`src/rtl/llr_in_pkg.sv`:
```
package llr_in_pkg;

    typedef enum logic [1:0] {
        ST_IDLE = 2'd0,
        ST_FILL = 2'd1,
        ST_HELD = 2'd2
    } fill_state_t;

    // width of an index that counts 0..n-1, at least one bit
    function automatic int idx_w(input int n);
        return (n > 1) ? $clog2(n) : 1;
    endfunction

    function automatic bit lanes_fit(input int circ, input int lanes);
        return (lanes > 0) && (circ % lanes == 0);
    endfunction

endpackage

```
`src/rtl/llr_addr_gen.sv`:
```
module llr_addr_gen #(
    parameter int SLOTS  = 4,
    parameter int COLS   = 4,
    parameter int COL_W  = 2,
    parameter int SLOT_W = 2
) (
    input  logic              clk,
    input  logic              rst,
    input  logic              load_one,
    input  logic              adv,
    output logic [COL_W-1:0]  cur_col,
    output logic [SLOT_W-1:0] cur_slot,
    output logic              at_last
);
    localparam logic [COL_W-1:0]  LAST_COL  = COL_W'(COLS - 1);
    localparam logic [SLOT_W-1:0] LAST_SLOT = SLOT_W'(SLOTS - 1);

    assign at_last = (cur_col == LAST_COL) && (cur_slot == LAST_SLOT);

    generate
        if (SLOTS == 1) begin : g_one_slot
            always_ff @(posedge clk) begin
                if (rst) begin
                    cur_col <= '0;
                end else if (load_one) begin
                    cur_col <= COL_W'(1);
                end else if (adv) begin
                    cur_col <= cur_col + 1'b1;
                end
            end
            assign cur_slot = '0;
        end else begin : g_multi_slot
            always_ff @(posedge clk) begin
                if (rst) begin
                    cur_col  <= '0;
                    cur_slot <= '0;
                end else if (load_one) begin
                    cur_col  <= '0;
                    cur_slot <= SLOT_W'(1);
                end else if (adv) begin
                    if (cur_slot == LAST_SLOT) begin
                        cur_slot <= '0;
                        cur_col  <= cur_col + 1'b1;
                    end else begin
                        cur_slot <= cur_slot + 1'b1;
                    end
                end
            end
        end
    endgenerate
endmodule

```
`src/rtl/llr_frame_fsm.sv`:
```
module llr_frame_fsm
    import llr_in_pkg::*;
(
    input  logic clk,
    input  logic rst,
    input  logic in_start,
    input  logic in_end,
    input  logic in_valid,
    input  logic core_done,
    input  logic at_last,
    output logic is_idle,
    output logic do_write,
    output logic write_zero,
    output logic load_one,
    output logic adv,
    output logic hit_loaded,
    output logic hit_early,
    output logic hit_noend
);
    fill_state_t st, st_nxt;

    always_ff @(posedge clk) begin
        if (rst) st <= ST_IDLE;
        else     st <= st_nxt;
    end

    assign is_idle = (st == ST_IDLE);

    always_comb begin
        st_nxt     = st;
        do_write   = 1'b0;
        write_zero = 1'b0;
        load_one   = 1'b0;
        adv        = 1'b0;
        hit_loaded = 1'b0;
        hit_early  = 1'b0;
        hit_noend  = 1'b0;
        if (in_valid && in_start) begin
            // a start always opens a fresh capture, whatever the state
            do_write   = 1'b1;
            write_zero = 1'b1;
            if (in_end) begin
                hit_early = 1'b1;
                st_nxt    = ST_IDLE;
            end else begin
                load_one = 1'b1;
                st_nxt   = ST_FILL;
            end
        end else if (st == ST_FILL && in_valid) begin
            do_write = 1'b1;
            if (in_end && at_last) begin
                hit_loaded = 1'b1;
                st_nxt     = ST_HELD;
            end else if (in_end) begin
                hit_early = 1'b1;
                st_nxt    = ST_IDLE;
            end else if (at_last) begin
                hit_noend = 1'b1;
                st_nxt    = ST_IDLE;
            end else begin
                adv = 1'b1;
            end
        end else if (st == ST_HELD && core_done) begin
            st_nxt = ST_IDLE;
        end
    end
endmodule

```
`src/rtl/llr_frame_loader.sv`:
```
module llr_frame_loader
    import llr_in_pkg::*;
#(
    parameter  int LLR_W     = 6,
    parameter  int LANES     = 2,
    parameter  int CIRC_SIZE = 8,
    parameter  int BASE_COLS = 4,
    localparam int SLOTS     = CIRC_SIZE / LANES,
    localparam int COL_W     = idx_w(BASE_COLS),
    localparam int SLOT_W    = idx_w(SLOTS),
    localparam int DW        = LANES * LLR_W
) (
    input  logic              clk,
    input  logic              rst,
    input  logic [DW-1:0]     in_llr,
    input  logic              in_start,
    input  logic              in_end,
    input  logic              in_valid,
    input  logic              core_done,
    output logic              ready,
    output logic              wr_en,
    output logic [COL_W-1:0]  wr_col,
    output logic [SLOT_W-1:0] wr_slot,
    output logic [DW-1:0]     wr_data,
    output logic              frame_loaded,
    output logic              err_early_end,
    output logic              err_no_end
);
    generate
        if (!lanes_fit(CIRC_SIZE, LANES)) begin : g_bad_lanes
            $error("LANES must divide CIRC_SIZE");
        end
    endgenerate

    logic              is_idle, do_write, write_zero, load_one, adv;
    logic              hit_loaded, hit_early, hit_noend, at_last;
    logic [COL_W-1:0]  cur_col;
    logic [SLOT_W-1:0] cur_slot;

    llr_frame_fsm u_fsm (
        .clk        (clk),
        .rst        (rst),
        .in_start   (in_start),
        .in_end     (in_end),
        .in_valid   (in_valid),
        .core_done  (core_done),
        .at_last    (at_last),
        .is_idle    (is_idle),
        .do_write   (do_write),
        .write_zero (write_zero),
        .load_one   (load_one),
        .adv        (adv),
        .hit_loaded (hit_loaded),
        .hit_early  (hit_early),
        .hit_noend  (hit_noend)
    );

    llr_addr_gen #(
        .SLOTS  (SLOTS),
        .COLS   (BASE_COLS),
        .COL_W  (COL_W),
        .SLOT_W (SLOT_W)
    ) u_addr (
        .clk      (clk),
        .rst      (rst),
        .load_one (load_one),
        .adv      (adv),
        .cur_col  (cur_col),
        .cur_slot (cur_slot),
        .at_last  (at_last)
    );

    assign ready = is_idle;

    always_ff @(posedge clk) begin
        if (rst) begin
            wr_en         <= 1'b0;
            wr_col        <= '0;
            wr_slot       <= '0;
            frame_loaded  <= 1'b0;
            err_early_end <= 1'b0;
            err_no_end    <= 1'b0;
        end else begin
            wr_en         <= do_write;
            frame_loaded  <= hit_loaded;
            err_early_end <= hit_early;
            err_no_end    <= hit_noend;
            if (do_write) begin
                wr_col  <= write_zero ? '0 : cur_col;
                wr_slot <= write_zero ? '0 : cur_slot;
            end
        end
    end

    // per-lane data capture register
    for (genvar i = 0; i < LANES; i++) begin : g_lane
        always_ff @(posedge clk) begin
            if (rst)           wr_data[i*LLR_W +: LLR_W] <= '0;
            else if (do_write) wr_data[i*LLR_W +: LLR_W] <= in_llr[i*LLR_W +: LLR_W];
        end
    end
endmodule

```
`config.mk`:
```
export PLATFORM = sky130hd
export DESIGN_NAME = llr_frame_loader
export DESIGN_NICKNAME = d
export VERILOG_FILES = /design/src/rtl/llr_in_pkg.sv /design/src/rtl/llr_addr_gen.sv /design/src/rtl/llr_frame_fsm.sv /design/src/rtl/llr_frame_loader.sv
export SDC_FILE = /design/constraint.sdc
export NUM_CORES = 1
export LEC_CHECK = 0
export CAP_MARGIN = 40
export CORE_ASPECT_RATIO = 1.5
export CORE_MARGIN = 2
export CORE_UTILIZATION = 35
export CTS_CLUSTER_DIAMETER = 40
export CTS_CLUSTER_SIZE = 10
export DETAILED_ROUTE_END_ITERATION = 8
export DONT_BUFFER_PORTS = 1
export SYNTH_ARGS = -nofsm -noshare
export SYNTH_HDL_FRONTEND = slang
export SYNTH_HIERARCHICAL = 1
export SYNTH_SLANG_ARGS = --single-unit
```
`constraint.sdc`:
```
create_clock -name clk -period 1.7 [get_ports clk]
set_input_delay 0.085 -clock clk [delete_from_list [all_inputs] [get_ports clk]]
set_output_delay 0.085 -clock clk [all_outputs]
set_load 0.1 [all_outputs]
```
==> results.json, run 1 <==
{
  "diodes": 0,
  "globalplace.congestion": 0.774,
  "crit_path_start_kind": "flop",
  "drc": 0,
  "finalSetupTns_ns": 0,
  "max_stage_delay_ns": 0.37,
  "start_util": 0.368,
  "crit_fanout": 6,
  "end_kind": "flop",
  "maxSlewHeadroom": 0.431,
  "reg2reg_from": "u_addr/cur_slot[0]",
  "setup_ws_ns": 0.118,
  "seq_area_frac_synth": 0.486,
  "pre_cts_ws_ns": 0.153,
  "status": "completed",
  "path_clk_slew_ns": 0.09,
  "clockBufferDepth": 2,
  "grt_start_max_net_pins": 24,
  "hold_viol_final": 0,
  "ir_drop_mv": 0.646,
  "fin_skew_ns": 0.00870,
  "synth.avg_cell_area_um2": 9.92,
  "portBuffers": 0,
  "final_common_cell": "dfxtp_1",
  "dieArea_mm2": 0.00353,
  "synth_area_mm2": 0.00107,
  "fin_crit_sh": 0.930,
  "drv_slew": 0,
  "rsz0062_at_grt": "no",
  "tightest_slew_ns": 0.851,
  "critical_path_required_ns": 1.90,
  "postCtsSetupBuffers": 0,
  "grt_pass1_vias": 852,
  "finish.utilization": 0.509,
  "cts_buffers": 3,
  "die_x_um": 49.2,
  "ys_types": 28,
  "drtPass1Iterations": 4,
  "routed_wl_um": 2200,
  "ys_warn_count": 6,
  "die_y_um": 71.8,
  "drive_gt1_frac": 0.247,
  "synthCells": 108,
  "cts_hold_buffers": 14,
  "hp-start": "rst",
  "ys_seq_elements": 26,
  "wl_per_cell_um": 11.9,
  "nets": 167,
  "hold_path_class": "in2reg",
  "p_leak_nw": 0.640,
  "root_buffer": "clkbuf_8",
  "antenna_found_initial": 0,
  "grt_usage": 0.134,
  "path_buf_inv": 0,
  "dr.first_iter.drc_count": 14,
  "critPathTopFamily": "simple AND/OR/NAND/NOR gates",
  "setup_viol": 0,
  "vias": 871,
  "worst_path_max_delay_cell": "or3b_1",
  "grt_pass1_wl_um": 3610,
  "antenna_left": 0,
  "cap_violations": 0,
  "fmax_mhz": 632,
  "final_cell_mix": "dfxtp_1, buf_4, nor2_1, dlygate4sd3_1, mux2i_1",
  "startpoint": "u_addr/cur_slot[0]",
  "cts_sinks": 26,
  "fin_total_pwr_mw": 1.41,
  "via_per_inst": 4.71,
  "area_growth_pct": 38.4,
  "synth_nets": 128,
  "clk_latency_ns": 0.27,
  "powerDensity_mw_per_mm2": 951,
  "cts_tree": "built",
  "cp.arrival_ns": 1.78,
  "ctsResizeCount": 0,
  "io_pins": 39,
  "row_count": 24,
  "core_mm2": 0.00291,
  "overflow": 0,
  "worstSetupPathType": "reg2reg",
  "crit_chain": "ha_1 > and2_1 > nor3b_2 > or3b_1 > a31oi_1",
  "htree_levels": 1,
  "period_minus_slack_ns": 1.58,
  "place_hpwl_um": 1490
}
## registers in the layout (all words and copies together) (netlist names)
signal and count:
u_addr/cur_col 2, wr_data 12, err_early_end 1, wr_en 1, err_no_end 1, u_fsm/st 2
u_addr/cur_slot 2, frame_loaded 1, wr_col 2, wr_slot 2
## synth_stat cells
master,n,share of area
dfxtp_1,26,0.49
nor2_1,15,0.053
mux2i_1,13,0.12
a21oi_1,7,0.033
nand2b_1,6,0.035
nand3b_1,5,0.035
nor2b_1,5,0.029
inv_1,4,0.014
nand2_1,3,0.011
a21bo_2,2,0.019
buf_6,2,0.021
ha_1,2,0.023
nand3_1,2,0.0093
o21ai_0,2,0.0093
a21oi_2,1,0.0082
a31oi_1,1,0.0058
and2_1,1,0.0058
and2b_2,1,0.0082
and3_1,1,0.0058
and4bb_1,1,0.012
buf_2,1,0.0047
clkbuf_1,1,0.0035
nand3_2,1,0.0093
nor3b_2,1,0.012
o21a_1,1,0.0070
or2_1,1,0.0058
or2_2,1,0.0058
or3b_1,1,0.0082
## final cells by class
type / instances / area [um2]
inverters: 4 / 15.0
repair buffers: 38 / 320
multi-input cells: 74 / 507
well taps: 39 / 48.8
flip-flops and latches: 26 / 520
fillers: 281 / 1430
clock buffers: 3 / 41.3
clock inverters: 1 / 30.0
## metal layers
layer / GRT usage / up-vias / routed length [um]
li1: - / 438 / -
met1: 0.140 / 392 / 864
met2: 0.239 / 34 / 1160
met3: 0.0229 / 7 / 107
met4: 0.0952 / 0 / 65
met5: 0 / - / 0
## power by group
group          switching (mW)  internal (mW)  leakage, nW  total [mW]
Clock                   0.193          0.315       0.0357       0.508
Combinational           0.187         0.0766        0.393       0.263
Sequential             0.0110          0.629        0.212       0.640
Total                   0.390           1.02        0.640        1.41
## kinds of logic (layout without fill, tap and decap cells)
group / count (synthesis) / count (layout) / share of synthesized area
and+or+nand+nor: 45 / 45 / 0.244
DFF: 26 / 26 / 0.486
AOI/OAI and AO/OA: 14 / 14 / 0.0818
muxes: 13 / 13 / 0.121
buffers and inverters: 8 / 46 / 0.0432
adders and majority gates: 2 / 2 / 0.0234
## worst reg2reg max path, cell delays in order (launching register included)
cell     delay [ns]
dfxtp_1        0.34
ha_1           0.26
and2_1         0.18
nor3b_2        0.19
or3b_1         0.37
a31oi_1        0.16
## per-stage QoR
step | cell area [um2] | hold slack (ns) | instances
2_1_floorplan | 1070 | 0.147 | 108
3_3_place_gp | 1270 | 0.150 | 167
3_5_place_dp | 1270 | 0.152 | 167
4_1_cts | 1480 | 0.00590 | 185
5_1_grt | 1480 | 0.00472 | 185
6_report | 1480 | 0.00773 | 185
## path summary, 6_finish.rpt
check	to	slack, ns	depth (start not counted)
setup / recovery	u_addr/cur_slot[0]	0.12	5
hold / removal	u_addr/cur_slot[1]	0.008	2
setup reg to reg	u_addr/cur_slot[0]	0.12	5
hold reg to reg	wr_slot[0]	0.47	2
No activity file was read; power rests on OpenSTA's default activity.
==> inputs of run 2 (changes only) <==
CORE_MARGIN = 5   (was 2)
SYNTH_HIERARCHICAL = unset   (was 1)
clock period = 1.6 ns   (was 1.7 ns; I/O delays follow)
==> run 2 against run 1 <==
Final cell count rose by 3.8%. Sequential share of layout area is 1.5 points higher. Worst hold slack improved by 0.033 ns. Register-to-register slack gained 0.07 ns. Clock skew is 0.0049 ns lower. Routed wire length increased by 11%. Utilization fell by 1.1 points. Design area down 4.2%. Clock power is 31% lower. Total power decreased by 8.1%. Critical endpoint is now u_addr.cur_slot[0]. Largest power group unchanged.
==> results.json, run 2 <==
{
  "status": "completed",
  "cap_violations": 0,
  "htree_levels": 1,
  "p_leak_nw": 0.579,
  "setup_viol": 0,
  "drtPass1Iterations": 4,
  "fin_skew_ns": 0.00378,
  "power_frac_comb": 0.206,
  "area_growth_pct": 40.0,
  "reg2reg_depth": 5,
  "sw_frac_of_total": 0.297,
  "async_reset_ff_frac": 0,
  "synth_area_mm2": 0.00101,
  "rsz0062_at_grt": "no",
  "synth.most_common_cell": "nand2_1",
  "largest-register": "wr_data",
  "tightest_slew_ns": 0.809,
  "cts_sinks": 26,
  "dieArea_mm2": 0.00410,
  "portBuffers": 0,
  "n_fill_cell": 276,
  "final_cell_mix": "nand2_1, dfxtp_1, buf_4",
  "synth_top_area_share": 0.513,
  "crit_fanout": 5,
  "clockBufferDepth": 2,
  "ys_warn_count": 0,
  "rrSetupSlack_ns": 0.18,
  "critical_path_required_ns": 1.71,
  "synth_nets": 133,
  "nets": 174,
  "p_sw_uw": 386,
  "antenna_found_initial": 1,
  "final_common_cell": "nand2_1",
  "hold_viol_final": 0,
  "synth_edf_count": 0,
  "critPathCapture": "u_addr.cur_slot[0]",
  "cellInternalPower_uw": 911,
  "fmax_mhz": 707,
  "place_hpwl_um": 1780,
  "multi_input_area_um2": 452,
  "ys_types": 25,
  "worstSetupPathType": "reg2reg",
  "row_count": 24,
  "startpoint": "u_addr.cur_slot[0]",
  "seq_area_frac_synth": 0.513,
  "reg2reg_from": "u_addr.cur_slot[0]",
  "drv_slew": 0,
  "overflow": 0,
  "drc": 0,
  "synth.avg_cell_area_um2": 8.98,
  "largest_reg_flops": 12,
  "die_y_um": 75.9,
  "root_buffer": "clkbuf_8",
  "p_clk_frac": 0.271,
  "vias": 918,
  "powerDensity_mw_per_mm2": 913,
  "io_pins": 39,
  "grt_start_max_net_pins": 23,
  "dr.first_iter.drc_count": 11,
  "cts_buffers": 3,
  "rr_endpoint": "u_addr.cur_slot[0]",
  "end_kind": "flop",
  "via_per_inst": 4.78,
  "synth.area.top_cells": "dfxtp_1, nand2_1, a21oi_1",
  "globalplace.congestion": 0.869,
  "antenna_left": 0,
  "p_seq_frac": 0.523,
  "grt_pass1_vias": 906,
  "crit_path_start_kind": "flop",
  "finalSetupTns_ns": 0,
  "routed_wl_um": 2450,
  "regArea_um2": 520,
  "cts_tree": "built",
  "synth_common_cells": "nand2_1, dfxtp_1, a21oi_1",
  "finish.utilization": 0.498,
  "hold_path_class": "in2reg",
  "wl_per_cell_um": 12.8,
  "synth_top_area_cell": "dfxtp_1",
  "synthCells": 113,
  "drive_gt1_frac": 0.217,
  "die_x_um": 54.0,
  "maxSlewHeadroom": 0.459,
  "cp.arrival_ns": 1.53,
  "fin_crit_sh": 0.885,
  "core_mm2": 0.00285,
  "grt_pass1_wl_um": 4060,
  "clk_latency_ns": 0.26,
  "ys_seq_elements": 26,
  "ir_drop_mv": 0.647,
  "path_clk_slew_ns": 0.08,
  "start_util": 0.356,
  "period_minus_slack_ns": 1.42,
  "grt_usage": 0.130,
  "synth_ff_type": "dfxtp_1"
}
-- run 2: cell count changes in the layout (fill, tap and decap cells not counted), moves of 4 or more --
cell / change
nor2_1: -4
nand3b_1: -5
a22oi_1: +5
nor2b_1: -4
nand2_1: +25
nand2b_1: -4
mux2i_1: -12
a21oi_1: +8
-- run 2: metal layers --
layer	GRT usage	up-vias	part of all wire
li1	-	463	-
met1	0.133	424	0.36
met2	0.237	27	0.57
met3	0.0333	4	0.054
met4	0.0486	0	0.015
met5	0	-	0
-- run 2: kinds of logic after synthesis --
logic type | after synthesis | share of synthesized area
AO/OA/AOI/OAI | 26 | 0.157
XOR/XNOR | 1 | 0.00863
adder cells (fa/ha/maj) | 2 | 0.0247
buffers and inverters | 7 | 0.0444
flip-flops | 26 | 0.513
multiplexers | 1 | 0.00986
AND/OR/NAND/NOR | 50 | 0.243
-- run 2: repair_timing --
item / CTS / global route
endpoints found under the setup margin: 0 / 0
resized for setup: 0 / 0
hold buffers: 16 / 0
setup buffers: 0 / 0
hold endpoints to repair: 23 / 0
-- run 2: power by group through the flow --
stage / Clock (mW) / Sequential, mW / Combinational, mW
2_1_floorplan: 0 / 0.816 / 0.0670
3_3_place_gp: 0 / 0.692 / 0.225
3_5_place_dp: 0 / 0.693 / 0.227
4_1_cts: 0.365 / 0.678 / 0.268
5_1_grt: 0.400 / 0.681 / 0.280
6_report: 0.352 / 0.678 / 0.267
-- run 2: worst min path at each step --
stage	from	endpoint	cells past startpoint	slack (ns)
2_1_floorplan	rst	err_no_end	1	0.16
3_3_place_gp	rst	wr_data[5]	1	0.15
3_5_place_dp	rst	u_addr.cur_slot[0]	1	0.15
4_1_cts	in_start	u_addr.cur_slot[0]	2	0.04
5_1_grt	in_end	u_addr.cur_slot[1]	3	0.04
6_report	in_start	u_addr.cur_slot[0]	2	0.04
-- run 2: layout make-up --
type / instances / area share
repair buffers: 41 / 0.245
inverters: 2 / 0.00529
multi-input cells: 80 / 0.318
flip-flops and latches: 26 / 0.367
well taps: 39 / 0.0344
clock buffers: 3 / 0.0291
diodes: 1 / 0.00176
-- run 2: critical path: stages, from the launching register on --
cell and delay [ns]:
dfxtp_1 0.34, ha_1 0.31, a21oi_1 0.21, nand2_1 0.12, a22oi_1 0.20, a21oi_1 0.08
-- run 2: metrics by stage --
| stage | cell area (um2) | power, mW | instances | setup WS [ns] | hold WS (ns) |
|---|---|---|---|---|---|
| 2_1_floorplan | 1020 | 0.883 | 113 | 0.343 | 0.157 |
| 3_3_place_gp | 1220 | 0.917 | 172 | 0.280 | 0.153 |
| 3_5_place_dp | 1220 | 0.920 | 172 | 0.238 | 0.155 |
| 4_1_cts | 1420 | 1.31 | 191 | 0.186 | 0.0355 |
| 5_1_grt | 1420 | 1.36 | 192 | 0.113 | 0.0378 |
| 6_report | 1420 | 1.30 | 192 | 0.185 | 0.0404 |
